File: src/rtl/encdly_pkg.sv
package encdly_pkg;
  // Strobes from control to datapath, valid in the cycle of a sampling tick
  typedef struct packed {
    logic sample;
    logic stepUp;
    logic stepDn;
  } encStrobe_t;
endpackage

File: src/rtl/encdly_ctrl.sv
module encdly_ctrl
  import encdly_pkg::*;
#(
  parameter int RELOAD = 64
) (
  input  logic       clk,
  input  logic       rstN,
  input  logic       frameTick,
  input  logic       encA,
  input  logic       encB,
  output encStrobe_t strb
);
  localparam int CNT_W = $clog2(RELOAD + 1);
  localparam logic [CNT_W-1:0] CNT_TOP = CNT_W'(RELOAD - 1);

  logic [CNT_W-1:0] cnt;
  logic             edgeSeen;
  logic             newFall;

  // A sample happens on a tick when the schedule counter is exhausted
  always_comb begin
    strb.sample = frameTick && (cnt == '0);
    newFall     = strb.sample && !encA && !edgeSeen;
    strb.stepUp = newFall && !encB;
    strb.stepDn = newFall && encB;
  end

  always_ff @(posedge clk) begin
    if (!rstN) begin
      cnt      <= '0;
      edgeSeen <= 1'b0;
    end else if (frameTick) begin
      if (cnt == '0) cnt <= CNT_TOP;
      else           cnt <= cnt - 1'b1;
      if (strb.sample) begin
        if (encA) edgeSeen <= 1'b0;
        else      edgeSeen <= 1'b1;
      end
    end
  end

  // schedule freezes when no frame tick arrives
  p_cnt_hold_r2: assert property (@(posedge clk) disable iff (!rstN)
    !frameTick |=> $stable(cnt));
  // pin A high at a sample clears the edge state
  p_flag_clear_r3: assert property (@(posedge clk) disable iff (!rstN)
    (strb.sample && encA) |=> !edgeSeen);
  // a counted step leaves the edge state set, blocking repeats
  p_flag_set_r4: assert property (@(posedge clk) disable iff (!rstN)
    (strb.stepUp || strb.stepDn) |=> edgeSeen);
  // never both directions at once
  p_one_dir_r4: assert property (@(posedge clk) disable iff (!rstN)
    $onehot0({strb.stepUp, strb.stepDn}));
endmodule

File: src/rtl/encdly_dp.sv
module encdly_dp
  import encdly_pkg::*;
#(
  parameter int HI_W      = 8,
  parameter int LO_W      = 8,
  parameter int SW_W      = 8,
  parameter int SEL_LSB   = 3,
  parameter int SEL_BITS  = 4,
  parameter int SEL_SHIFT = 2,
  parameter int SEL_OFS   = 2
) (
  input  logic                 clk,
  input  logic                 rstN,
  input  encStrobe_t           strb,
  input  logic [SW_W-1:0]      swIn,
  output logic [HI_W+LO_W-1:0] delayOut,
  output logic [SW_W-1:0]      selOut
);
  localparam int KEEP = SEL_LSB - SEL_SHIFT;

  logic [HI_W-1:0]     delayHi;
  logic [SW_W-1:0]     selReg;
  logic [SEL_BITS-1:0] field;
  logic [SW_W-1:0]     selNext;

  always_comb begin
    field   = swIn[SEL_LSB +: SEL_BITS];
    selNext = (SW_W'(field) << KEEP) + SW_W'(SEL_OFS);
  end

  always_ff @(posedge clk) begin
    if (!rstN) begin
      delayHi <= '0;
      selReg  <= '0;
    end else if (strb.sample) begin
      selReg <= selNext;
      if (strb.stepUp)      delayHi <= delayHi + 1'b1;
      else if (strb.stepDn) delayHi <= delayHi - 1'b1;
    end
  end

  assign delayOut = {delayHi, {LO_W{1'b0}}};
  assign selOut   = selReg;

  // outputs hold between sampling ticks
  p_idle_stable_r2: assert property (@(posedge clk) disable iff (!rstN)
    !strb.sample |=> ($stable(delayHi) && $stable(selReg)));
  // an up step adds one modulo the byte
  p_step_up_r5: assert property (@(posedge clk) disable iff (!rstN)
    strb.stepUp |=> (delayHi == HI_W'($past(delayHi) + 1'b1)));
  // a down step subtracts one modulo the byte
  p_step_dn_r5: assert property (@(posedge clk) disable iff (!rstN)
    strb.stepDn |=> (delayHi == HI_W'($past(delayHi) - 1'b1)));
  // a captured selector never falls below the offset
  p_sel_floor_r8: assert property (@(posedge clk) disable iff (!rstN)
    strb.sample |=> (selReg >= SW_W'(SEL_OFS)));
endmodule

File: src/rtl/encoder_delay_stepper.sv
module encoder_delay_stepper
  import encdly_pkg::*;
#(
  parameter int RELOAD = 64,
  parameter int HI_W   = 8,
  parameter int LO_W   = 8,
  parameter int SW_W   = 8
) (
  input  logic                 clk,
  input  logic                 rstN,
  input  logic                 frameTick,
  input  logic                 encA,
  input  logic                 encB,
  input  logic [SW_W-1:0]      swIn,
  output logic [HI_W+LO_W-1:0] delayOut,
  output logic [SW_W-1:0]      selOut
);
  encStrobe_t strb;

  encdly_ctrl #(.RELOAD(RELOAD)) u_ctrl (
    .clk(clk), .rstN(rstN), .frameTick(frameTick),
    .encA(encA), .encB(encB), .strb(strb)
  );

  encdly_dp #(.HI_W(HI_W), .LO_W(LO_W), .SW_W(SW_W)) u_dp (
    .clk(clk), .rstN(rstN), .strb(strb), .swIn(swIn),
    .delayOut(delayOut), .selOut(selOut)
  );
endmodule

File: config.mk
export PLATFORM = sky130hd
export DESIGN_NAME = encoder_delay_stepper
export DESIGN_NICKNAME = d
export VERILOG_FILES = /design/src/rtl/encdly_pkg.sv /design/src/rtl/encdly_ctrl.sv /design/src/rtl/encdly_dp.sv /design/src/rtl/encoder_delay_stepper.sv
export SDC_FILE = /design/constraint.sdc
export NUM_CORES = 1
export LEC_CHECK = 0
export ABC_CLOCK_PERIOD_IN_PS = 3000
export BUFFER_PORTS_ARGS = -buffer_cell sky130_fd_sc_hd__buf_2
export CORE_UTILIZATION = 43
export DETAILED_ROUTE_END_ITERATION = 10
export PLACE_DENSITY = 0.69
export SYNTH_ARGS = -nofsm -noshare
export SYNTH_HDL_FRONTEND = slang
export SYNTH_SLANG_ARGS = --single-unit
File: constraint.sdc
create_clock -name clk -period 3 [get_ports clk]
set_input_delay 0.45 -clock clk [delete_from_list [all_inputs] [get_ports clk]]
set_output_delay 0.45 -clock clk [all_outputs]
set_load 0.005 [all_outputs]
=== After elaboration in Yosys (flattened, before gate mapping) ===
Cells that the tools add are included.

* Output and inout bits: 24
* Bits in registers: 24
* Bits of input ports: 13
* Word-level logic and storage cells: 24

* Add/subtract/negate cells: 4
* Multiplexer cells: 4
* Reductions and logical operators: 12

{| class="wikitable"
|+ Operator list
! operator !! number
|-
| $mux W8 || 2
|-
| $add A8 B1 Y8 const B || 1
|-
| $sub A8 B1 Y8 const B || 1
|-
| $logic_not A7 Y1 || 1
|-
| $mux W7 || 1
|-
| $sub A7 B1 Y7 const B || 1
|-
| $add A5 B2 Y6 const B || 1
|-
| $logic_and A1 B1 Y1 || 5
|-
| $reduce_and A2 Y1 || 2
|-
| $logic_not A1 Y1 || 3
|-
| $reduce_bool A2 Y1 || 1
|-
| $mux W1 || 1
|}

=== Logic depth before layout (Yosys ltp) ===
* Depth in word-level cells: 7
* Mapped depth: 11
* Depth with buffers taken out: 11

=== Hierarchy ===
From an unflattened synthesis, not the netlist that was laid out.

* Cell total of the unflattened synthesis: 151
* Area total of the unflattened synthesis: 1381.3 sq um

{| class="wikitable"
|+ Modules (own cells, without submodules)
! module !! cells each !! instances !! area an instance (sq um) !! seq. area each (sq um)
|-
| encdly_dp || 104 || 1 || 919.6 || 260.2
|-
| encdly_ctrl || 47 || 1 || 461.7 || 160.2
|}

=== Worst setup path after synthesis ===
Ideal clock, no wire load.

* Path kind: flip-flop to flip-flop
* Start point: register u_ctrl.cnt[0]
* End point: register u_dp.delayHi[7]
* Cell stages (with the launch flop): 12
* Data arrival time: 2.757 ns
* Data required time: 2.885 ns
* Setup time: 0.115 ns
* Path slack: 0.128 ns
* Path buffers: 0
* Period minus slack after synthesis: 2.872 ns
* Cell sequence: dfxtp_1 > inv_1 > ha_1 > nor3b_2 > nand2_2 > or3_1 > ha_1 > a21o_1 > a31o_2 > or3_1 > and4_1 > o21a_1

* Longest elaborated chain between the ends: 7
* Elaborated cells between the ends (all ways): 9
* Those cells by class: mux (1); reduce/logical (8)

{| class="wikitable"
|+ RTL lines
! element !! RTL line !! text
|-
| start: declaration || encdly_ctrl.sv:16 || <nowiki>logic [CNT_W-1:0] cnt;</nowiki>
|-
| start signal: assignment || encdly_ctrl.sv:34 || <nowiki>else cnt <= cnt - 1'b1;</nowiki>
|-
| $logic_not A7 Y1 * || encdly_ctrl.sv:22 || <nowiki>strb.sample = frameTick && (cnt == '0);</nowiki>
|-
| $logic_and A1 B1 Y1 * || encdly_ctrl.sv:22 ||
|-
| $logic_and A1 B1 Y1 (2 in series) || encdly_ctrl.sv:23 || <nowiki>newFall = strb.sample && !encA && !edgeSeen;</nowiki>
|-
| $logic_and A1 B1 Y1, on equally long branches || encdly_ctrl.sv:25, encdly_ctrl.sv:24 ||
|-
| $reduce_bool A2 Y1 (no line) || -- ||
|-
| $reduce_and A2 Y1 (no line) || -- ||
|-
| end signal: assignment || encdly_dp.sv:37 || <nowiki>if (strb.stepUp) delayHi <= delayHi + 1'b1;</nowiki>
|-
| end signal: assignment || encdly_dp.sv:38 || <nowiki>else if (strb.stepDn) delayHi <= delayHi - 1'b1;</nowiki>
|-
| end: declaration || encdly_dp.sv:21 || <nowiki>logic [HI_W-1:0] delayHi;</nowiki>
|}

Every way passes the cells marked *; elsewhere a longest branch is shown, timed or not.
A chain may end at the register's enable or synchronous reset.

=== Worst setup path in the final report ===
Same ends and word-level chain as after synthesis.

==> metrics.md <==
| Metric | Value |
|---|---|
| Maximum fanout along the worst path | 7 |
| Die X-Extent | 56.0 um |
| Post-synth EDFFs | 0 |
| Final Setup Violations | 0 |
| Hold buffer count at CTS | 0 |
| Row count | 19 |
| Area grow syn2layout | 14.4% |
| Post-DP HPWL | 1880 um |
| Buffers on Ports | 21 |
| Post-synth top flop | dfxtp_1 |
| Via count | 1,091 |
| Highest clock rate | 0.358 GHz |
| Clock Pin Slew Worst Setup and Hold Paths | 120 ps |
| Skew-Pair Late Insertion Delay | 310 ps |
| CP Cell Sequence | inv_1 > ha_1 > nor3b_4 > nand2_2 > or3_4 > ha_1 > a21o_1 > a31o_2 > or3_1 > and4_1 > o21a_1 |
| Final-stage net count | 196 |
| CTS tree | built |
| Clock root buffer | clkbuf_4 |
| Yosys warning count | 0 |
| Cell Pwr Density | 499 nW/um^2 |
| Sw power | 0.000241 W |
| Top cell by count, worst path | ha_1 |
| Final min period | 2790 ps |
| Die area | 3140 um^2 |
| H-Tree Depth | 1 |
| Final period utilization | 93.0% |
| Critical path class | reg -> reg |
| Vias in the first global route | 1,064 |
| Required @ worst endpoint | 3210 ps |
| Drt via density | 5.37 |
| Post-route ant nets | 0 |
| Initial drt markers | 10 |
| WL final | 2430 um |
| CP max stage delay | 390 ps |
| CP delay by family, top | simple AND/OR/NAND/NOR gates |
| Max_cap viols | 0 |
| Max VDD drop | 0.237 mV |
| Sw Ratio | 33.6% |
| Clock power frac | 19.0% |
| TritonCTS Buffers | 3 |
| Post-placement setup slack | 68.4 ps |
| Total core area | 2760 um^2 |
| DR pass1 iterations | 4 |
| Sequential power share | 47.4% |
| Initial antenna violation count | 0 |
| First-pass GRT wire length | 4360 um |
| #FFs+latches synth | 21 |
| Gpl congestion | 0.802 |
| Post-synthesis cell count | 144 |
| WL/cell | 12.0 um |
| Share of synthesized flip-flops with an asynchronous set or reset | 0% |
| Register area share after synthesis | 33.5% |
| Internal Power | 0.000476 W |
| Global route overflow | 0 |
| Final hold vios | 0 |
| Worst setup margin | 210 ps |
| Final instance area | 1440 um^2 |
| Crit path launch type | flop |
| Largest net degree at the start of global routing | 19 |
| Relative slew margins | 58.3% |
| Status | completed |
| Crit end category | flop |
| Clock Sinks | 21 |
| Tot GR Track Use | 16.9% |
| Tot Pwr | 0.000717 W |
| Avg Inst Size Synth | 8.71 um^2 |
| Layout cell share with drive strength beyond 1 | 22.7% |
| Slew Viols, Final | 0 |
| Ports | 37 |
| Slowest-stage cell, CP | or3_4 |
| Die H | 56.0 um |
| Netlist cell types | 41 |
| CTS max path bufs | 2 |
| Worst path bufs/invs | 1 |
| Fillers | 265 |
| Postcts setup bufs | 0 |
| Skew final | 11.0 ps |
| N_diodes | 0 |
| Logic pwr share | 33.6% |
| Initial cell density of the core | 45.5% |
| Type of the worst min-delay path | in -> reg |
| Worst EP arrival | 3000 ps |
| Syn Std Cell Area | 1250 um^2 |
| Slew of the pin with the lowest slew margin | 624 ps |
| Area after DPL | 1390 um^2 |
| DRC violation count after routing | 0 |
| Leakage | 0.650 nW |
==> path summary, 6_finish.rpt <==
| check | slack, ps | from | end | cells past startpoint |
|---|---|---|---|---|
| worst min register to register | 480 | u_dp.selOut[2] | u_dp.selOut[2] | 2 |
| worst max-delay path | 210 | u_ctrl.cnt[0] | u_dp.delayHi[7] | 11 |
| worst min-delay path | 310 | encA | u_ctrl.edgeSeen | 2 |
| worst max register to register | 210 | u_ctrl.cnt[0] | u_dp.delayHi[7] | 11 |
==> synth_stat cells, types with 2 or more instances <==
cell | n | share of area [%]
ha_1 | 9 | 9.0
dfxtp_1 | 21 | 33
o21a_1 | 3 | 1.8
or4_1 | 2 | 1.2
a21oi_1 | 10 | 4.0
clkbuf_1 | 2 | 0.60
nand4_1 | 3 | 1.5
a21o_1 | 3 | 1.8
or3_1 | 2 | 1.0
xor2_1 | 4 | 2.8
and2_1 | 2 | 1.0
nor2_1 | 14 | 4.2
a31oi_1 | 4 | 2.0
buf_4 | 11 | 6.6
nand2_1 | 11 | 3.3
mux2i_1 | 2 | 1.6
inv_1 | 3 | 0.90
o31ai_1 | 2 | 1.2
xnor2_1 | 2 | 1.4
o211ai_1 | 2 | 1.2
a211oi_1 | 7 | 4.2
o21ai_0 | 2 | 0.80
nand3_1 | 5 | 2.0
==> registers in the layout (all words and copies together), names as in the netlist <==
name             cells
u_dp.selOut          5
u_dp.delayHi         8
u_ctrl.cnt           7
u_ctrl.edgeSeen      1
==> metrics by stage <==
step | setup TNS (ps) | utilization, % | hold WS [ps] | std cells
6_report | 0 | 52.0 | 311 | 203
5_1_grt | -0.410 | 52.0 | 300 | 203
4_1_cts | 0 | 51.5 | 300 | 203
3_5_place_dp | 0 | 50.5 | 465 | 199
3_3_place_gp | 0 | 50.5 | 437 | 199
2_1_floorplan | 0 | - | 448 | 154
==> power by group through the flow <==
| stage | clock (W) | sequential, W | combinational [W] |
|---|---|---|---|
| after floorplan | 0 | 0.000342 | 0.000180 |
| after global placement | 0 | 0.000342 | 0.000230 |
| after detailed placement | 0 | 0.000344 | 0.000237 |
| after CTS | 0.000143 | 0.000338 | 0.000238 |
| after global routing | 0.000151 | 0.000345 | 0.000276 |
| final | 0.000136 | 0.000340 | 0.000241 |
==> placed cells by master, fill, tap and decap left out, types with 2 or more instances in the layout <==
cell type,instances
nand3_1,5
clkbuf_4,3
o211ai_1,2
a211oi_1,7
a21o_1,3
inv_1,3
ha_1,8
nand4_1,3
or4_1,2
nand2_1,11
nor2_1,14
dfxtp_1,21
a31oi_1,4
conb_1,11
a21oi_1,10
xnor2_1,2
xor2_1,4
buf_4,7
o21a_1,3
mux2i_1,2
o31ai_1,2
buf_2,21
and2_1,2
o21ai_0,2
==> routing by layer <==
| layer | track usage [%] | wire length [um] |
|---|---|---|
| met1 | 20.9 | 1160 |
| met3 | 2.33 | 88 |
| met5 | 0 | 0 |
| met4 | 6.27 | 34 |
| met2 | 29.8 | 1140 |
==> final cells by class <==
type / count / area, um^2 / share of cell area [%]
multi-input combinational: 115 / 776 / 54.1
sequential: 21 / 420 / 29.3
timing repair buffer: 28 / 158 / 11.0
tap: 31 / 38.8 / 2.70
clock buffer: 3 / 22.5 / 1.57
inverter: 4 / 15.0 / 1.05
clock inverter: 1 / 5.00 / 0.349
==> worst register-to-register path, stage by stage (launching register included) <==
cell and delay, ps:
dfxtp_1 330, inv_1 70, ha_1 170, nor3b_4 250, nand2_2 90, or3_4 390
ha_1 310, a21o_1 190, a31o_2 240, or3_1 310, and4_1 190, o21a_1 150
==> cell families after synthesis <==
logic type / after synthesis / share of synthesized area (%)
AO/OA/AOI/OAI: 37 / 19.7
XOR/XNOR: 6 / 4.19
adder cells (fa/ha/maj): 10 / 10.6
buffers and inverters: 18 / 8.77
flip-flops: 21 / 33.5
multiplexers: 2 / 1.60
other: 1 / 0.299
AND/OR/NAND/NOR: 49 / 21.3
==> timing repair <==
action / in CTS / in global routing
gates resized for setup: 0 / 3
endpoints found under the hold margin: 0 / 0
endpoints found under the setup margin: 0 / 2
(Power assumes the default switching activity.)
